[config.mk]
export PLATFORM = sky130hd
export DESIGN_NAME = irsir_mod
export DESIGN_NICKNAME = d
export VERILOG_FILES = /design/src/rtl/irsir_pkg.sv /design/src/rtl/irsir_cfg.sv /design/src/rtl/irsir_tick_win.sv /design/src/rtl/irsir_cyc_win.sv /design/src/rtl/irsir_mod.sv
export SDC_FILE = /design/constraint.sdc
export NUM_CORES = 1
export LEC_CHECK = 0
export CAP_MARGIN = 20
export CORE_MARGIN = 1.5
export CORE_UTILIZATION = 36
export DETAILED_ROUTE_END_ITERATION = 12
export GPL_ROUTABILITY_DRIVEN = 0
export PLACE_DENSITY_LB_ADDON = 0.25
export SYNTH_ARGS = -nofsm -noshare
export SYNTH_HDL_FRONTEND = slang
export SYNTH_SLANG_ARGS = --single-unit
export TNS_END_PERCENT = 10
[constraint.sdc]
create_clock -name clk -period 2.16 [get_ports clk]
set_input_delay 0.324 -clock clk [delete_from_list [all_inputs] [get_ports clk]]
set_output_delay 0.324 -clock clk [all_outputs]
set_load 0.01 [all_outputs]
[src/rtl/irsir_pkg.sv]
`timescale 1ns/1ps
package irsir_pkg;

    // control word fields
    typedef struct packed {
        logic lp;   // fixed-width pulse select
        logic en;   // modulation enable
    } irsir_cfg_t;

    // top-level registered state
    typedef struct packed {
        logic txd;  // delayed UART data for the NRZ path
    } irsir_top_t;

endpackage

[src/rtl/irsir_cfg.sv]
`timescale 1ns/1ps
module irsir_cfg
    import irsir_pkg::*;
#(
    parameter int REG_W = 32
) (
    input  logic             clk,
    input  logic             rst_n,
    input  logic             we,
    input  logic [REG_W-1:0] wdata,
    output logic [REG_W-1:0] rdata,
    output logic             en,
    output logic             lp
);
    localparam int PAD_W = REG_W - 2;

    irsir_cfg_t cfg_d, cfg_q;

    logic unused_hi;
    assign unused_hi = ^wdata[REG_W-1:2];

    always_comb begin
        cfg_d = cfg_q;
        if (we) begin
            cfg_d.en = wdata[0];
            cfg_d.lp = wdata[1];
        end
    end

    always_ff @(posedge clk or negedge rst_n) begin
        if (!rst_n) cfg_q <= '0;
        else        cfg_q <= cfg_d;
    end

    assign en    = cfg_q.en;
    assign lp    = cfg_q.lp;
    assign rdata = {{PAD_W{1'b0}}, cfg_q.lp, cfg_q.en};
endmodule

[src/rtl/irsir_tick_win.sv]
`timescale 1ns/1ps
module irsir_tick_win #(
    parameter int PULSE_TICKS = 3
) (
    input  logic clk,
    input  logic rst_n,
    input  logic clr,
    input  logic start,
    input  logic tick,
    output logic active
);
    localparam int CW = (PULSE_TICKS > 1) ? $clog2(PULSE_TICKS) : 1;

    typedef struct packed {
        logic          active;
        logic [CW-1:0] cnt;    // tick periods still to run after the current one
    } win_t;

    win_t win_d, win_q;

    always_comb begin
        win_d = win_q;
        if (clr) begin
            win_d = '0;
        end else if (start) begin
            win_d.active = 1'b1;
            win_d.cnt    = CW'(PULSE_TICKS - 1);
        end else if (win_q.active && tick) begin
            if (win_q.cnt == '0) win_d.active = 1'b0;
            else                 win_d.cnt    = win_q.cnt - 1'b1;
        end
    end

    always_ff @(posedge clk or negedge rst_n) begin
        if (!rst_n) win_q <= '0;
        else        win_q <= win_d;
    end

    assign active = win_q.active;
endmodule

[src/rtl/irsir_cyc_win.sv]
`timescale 1ns/1ps
module irsir_cyc_win #(
    parameter int CYCLES = 400
) (
    input  logic clk,
    input  logic rst_n,
    input  logic clr,
    input  logic start,
    output logic active
);
    localparam int CW = (CYCLES > 1) ? $clog2(CYCLES) : 1;

    typedef struct packed {
        logic          active;
        logic [CW-1:0] cnt;    // clocks still to run after the current one
    } win_t;

    win_t win_d, win_q;

    always_comb begin
        win_d = win_q;
        if (clr) begin
            win_d = '0;
        end else if (start) begin
            win_d.active = 1'b1;
            win_d.cnt    = CW'(CYCLES - 1);
        end else if (win_q.active) begin
            if (win_q.cnt == '0) win_d.active = 1'b0;
            else                 win_d.cnt    = win_q.cnt - 1'b1;
        end
    end

    always_ff @(posedge clk or negedge rst_n) begin
        if (!rst_n) win_q <= '0;
        else        win_q <= win_d;
    end

    assign active = win_q.active;
endmodule

[src/rtl/irsir_mod.sv]
`timescale 1ns/1ps
module irsir_mod
    import irsir_pkg::*;
#(
    parameter int unsigned CLK_HZ      = 250_000_000,
    parameter int          PULSE_TICKS = 3,
    parameter int          REG_W       = 32
) (
    input  logic             clk,
    input  logic             rst_n,
    input  logic             baud_tick,
    input  logic             bit_start,
    input  logic             txd,
    input  logic             reg_we,
    input  logic [REG_W-1:0] reg_wdata,
    output logic [REG_W-1:0] reg_rdata,
    output logic             ir_out
);
    // fixed low-power pulse: ceil(CLK_HZ * 1.6e-6) clocks
    localparam int LP_CYCLES =
        int'((64'(CLK_HZ) * 64'd16 + 64'd9_999_999) / 64'd10_000_000);

    logic cfg_en, cfg_lp;
    logic tick_act, cyc_act;
    logic fire, busy;

    irsir_top_t top_d, top_q;

    irsir_cfg #(.REG_W(REG_W)) u_cfg (
        .clk   (clk),
        .rst_n (rst_n),
        .we    (reg_we),
        .wdata (reg_wdata),
        .rdata (reg_rdata),
        .en    (cfg_en),
        .lp    (cfg_lp)
    );

    // start of a pulse: zero bit, at its first tick, when no pulse is running
    assign busy = tick_act | cyc_act;
    assign fire = cfg_en & bit_start & baud_tick & ~txd & ~busy;

    irsir_tick_win #(.PULSE_TICKS(PULSE_TICKS)) u_tick_win (
        .clk    (clk),
        .rst_n  (rst_n),
        .clr    (~cfg_en),
        .start  (fire & ~cfg_lp),
        .tick   (baud_tick),
        .active (tick_act)
    );

    irsir_cyc_win #(.CYCLES(LP_CYCLES)) u_cyc_win (
        .clk    (clk),
        .rst_n  (rst_n),
        .clr    (~cfg_en),
        .start  (fire & cfg_lp),
        .active (cyc_act)
    );

    always_comb begin
        top_d     = top_q;
        top_d.txd = txd;
    end

    always_ff @(posedge clk or negedge rst_n) begin
        if (!rst_n) top_q <= '{txd: 1'b1};
        else        top_q <= top_d;
    end

    assign ir_out = cfg_en ? busy : top_q.txd;
endmodule

==> out/summary.txt <==
outcome: finished, final reports clean
max-cap viol count: 0
Peak Freq: 511 MHz
slew at the pin closest to its max-slew limit: 740 ps
Total Power Consumption: 620 uW
worst-path fanout max: 9
Setup Viol. Count Final: 0
layout cell share with drive strength beyond 1: 0.0859
Post-DP HPWL: 1320 um
height of the die: 58.6 um
buffer count from post-CTS setup fixing: 0
post-layout minimum cycle time: 1960 ps
global route total overflow: 0
floorplan die area: 0.00343 mm2
number of standard cells after synthesis: 119
RSZ-0062 raised after global routing: no
effective utilization at floorplan: 0.390
clock root buffer: sky130_fd_sc_hd__clkbuf_4
deepest clock path buffer count: 2
Final TNS setup: 0 ps
post-synthesis instance area: 0.00111 mm2
cell types with the largest area share after synthesis: sky130_fd_sc_hd__dfrtp_1 34%, sky130_fd_sc_hd__buf_4 22%, sky130_fd_sc_hd__a21oi_1 3.1%
Synth cell types: 36
clock edge transition at the registers on the reported setup and hold paths: 100 ps
number of buffer cells added on primary ports: 10
flop and latch count out of synthesis: 16
yosys synthesis warning count: 0
data required time at the worst endpoint: 1840 ps
initial antenna violation count: 0
clock tree from TritonCTS: built
worst hold slack after final layout: 443 ps
count of hold buffers inserted by post-cts repair: 0
pin count of the biggest net entering global routing: 17
vias in the first global route: 720
leading register cell type out of synthesis: sky130_fd_sc_hd__dfrtp_1
core area: 0.00285 mm2
endpoint kind of the worst setup timing path: primary output
setup skew after layout: 5.72 ps
die boundary width: 58.6 um
mean routed wirelength per cell: 11.2 um
final number of max-transition violations: 0
worst slew margin relative to its limit: 0.505
htree depth: 1
power density over the cells: 540 mW/mm2
post-CTS sizing: 0
Area growth, synth to finish: 3.15%
number of diodes: 0
syn avg cell area: 9.35 um2
Worst-Skew Late Latency: 290 ps
number of instances in the placed design: 155
number of design-rule violations left by the first detailed-router iteration: 8
total detailed-routing wirelength: 1770 um
wire length of the first global-routing pass: 3040 um
area leader, netlist: sky130_fd_sc_hd__dfrtp_1
count of flip-flops with a built-in enable after synthesis: 0
number of DRC violations after detailed routing: 0
count of non-filler cells in the finished layout: 159
net total in the final layout: 169
fraction of registers with async set/reset: 1.00
total leakage power: 0.000537 uW
share of synthesized area occupied by flip-flops and latches: 0.361
area share of the leading cell type in the synthesized netlist: 0.337
final worst path period share: 0.907
Final Hold Vio Count: 0
placement row count: 19
CTS sink count: 16
# IOs: 71
CP max-delay cell: sky130_fd_sc_hd__clkdlybuf4s50_1
sort of element at the start of the critical path: register
routed via count divided by cell count: 4.75
type of the most critical hold path: input pin to register
post-route ant nets: 0
All-Layer GR Usage: 0.117
crit-path cells: nor2_1, a21oi_1, clkdlybuf4s50_1
detailed-routing iteration count for the pre-antenna-repair pass: 3
Inserted Clock Buffers: 3
worst setup path class: register to primary output
critical path's largest stage delay: 550 ps
CP Data Arrival Time: 1630 ps
vias after detailed routing: 755
largest vdd supply drop: 263 uV
-- through the flow --
step | instance area [um2] | setup WS [ps] | util
2_1_floorplan | 1220 | 486 | -
3_3_place_gp | 1110 | 267 | 0.389
3_5_place_dp | 1110 | 252 | 0.389
4_1_cts | 1150 | 177 | 0.402
5_1_grt | 1150 | 88.4 | 0.402
6_report | 1150 | 202 | 0.402
-- state kept, by name, summed over array words and instances (netlist names) --
name / flops
u_cyc_win.win_q: 9
u_tick_win.win_q: 2
u_cfg.lp: 1
u_cyc_win.active: 1
u_tick_win.active: 1
u_cfg.en: 1
top_q: 1
-- cells in the final DEF, fill, tap and decap left out, drive strengths merged, types with 2 or more instances in the layout --
cell	instances
conb	30
a21oi	7
nor3	5
nand2b	2
nand3b	2
o21ai	3
nand3	6
clkdlybuf4s50	10
and4b	2
nor2	9
a211oi	3
dfrtp	15
ha	2
xnor2	2
mux2	2
and3	2
nand2	4
clkbuf	4
inv	4
-- worst max-delay path: cells and delay by family (launching register included) --
family,cells,cell delay [ps]
buf+inv,1,550
flops,1,500
compound gates,1,160
simple gates,1,130
-- worst paths after layout --
check | from | end | slack (ps) | cells past startpoint
max reg2reg | u_cyc_win.win_q[0]$_DFFE_PN0P_ | u_cyc_win.win_q[3]$_DFFE_PN0P_ | 310 | 6
min | txd | top_q$_DFF_PN1_ | 440 | 1
min reg2reg | u_cyc_win.win_q[0]$_DFFE_PN0P_ | u_cyc_win.win_q[0]$_DFFE_PN0P_ | 550 | 1
min in group asynchronous | rst_n | u_tick_win.win_q[1]$_DFFE_PN0P_ | 460 | 1
max in group asynchronous | rst_n | u_cyc_win.win_q[2]$_DFFE_PN0P_ | 1230 | 1
max | u_cyc_win.active$_DFF_PN0_ | ir_out | 200 | 3
-- power by group --
group          internal [uW]  switching (uW)  leakage [uW]
Sequential               308            12.4      0.000215
Clock                    103             100     0.0000210
Combinational           38.7            58.0      0.000301
Total                    450             171      0.000537
-- Yosys cell counts (2+ instances only) --
library cell and count:
sky130_fd_sc_hd__inv_1 4, sky130_fd_sc_hd__nor2_1 9, sky130_fd_sc_hd__nand3b_1 2, sky130_fd_sc_hd__and3_1 2, sky130_fd_sc_hd__and4b_1 2, sky130_fd_sc_hd__nor3_1 4
sky130_fd_sc_hd__a21oi_1 7, sky130_fd_sc_hd__xnor2_1 2, sky130_fd_sc_hd__ha_1 2, sky130_fd_sc_hd__nand2b_1 2, sky130_fd_sc_hd__o21ai_0 3, sky130_fd_sc_hd__dfrtp_1 15
sky130_fd_sc_hd__a211oi_1 3, sky130_fd_sc_hd__buf_4 32, sky130_fd_sc_hd__nand2_1 4, sky130_fd_sc_hd__nand3_1 6
-- cells by family after synthesis --
family | Yosys count | synth area share
flops | 16 | 0.361
other cells | 1 | 0.00337
buf+inv | 39 | 0.241
simple gates | 37 | 0.213
fa+ha+maj | 2 | 0.0225
xor+xnor | 2 | 0.0158
mux | 3 | 0.0326
compound gates | 19 | 0.111
-- routing by layer --
layer | up-vias | share of wire | global-route usage
met5 | - | 0 | 0
met4 | 0 | 0.019 | 0.0584
met3 | 3 | 0.040 | 0.0198
met2 | 27 | 0.49 | 0.201
met1 | 361 | 0.46 | 0.142
li1 | 364 | - | -
-- area by class of cell --
class                           instances  area, um2
Tap cell                               31       38.8
Multi-Input combinational cell         93        552
Timing Repair Buffer                   10        100
Fill cell                             302       1710
Inverter                                5       18.8
Sequential cell                        16        402
Clock buffer                            4       36.3
Power figures use the tool's default switching activity.
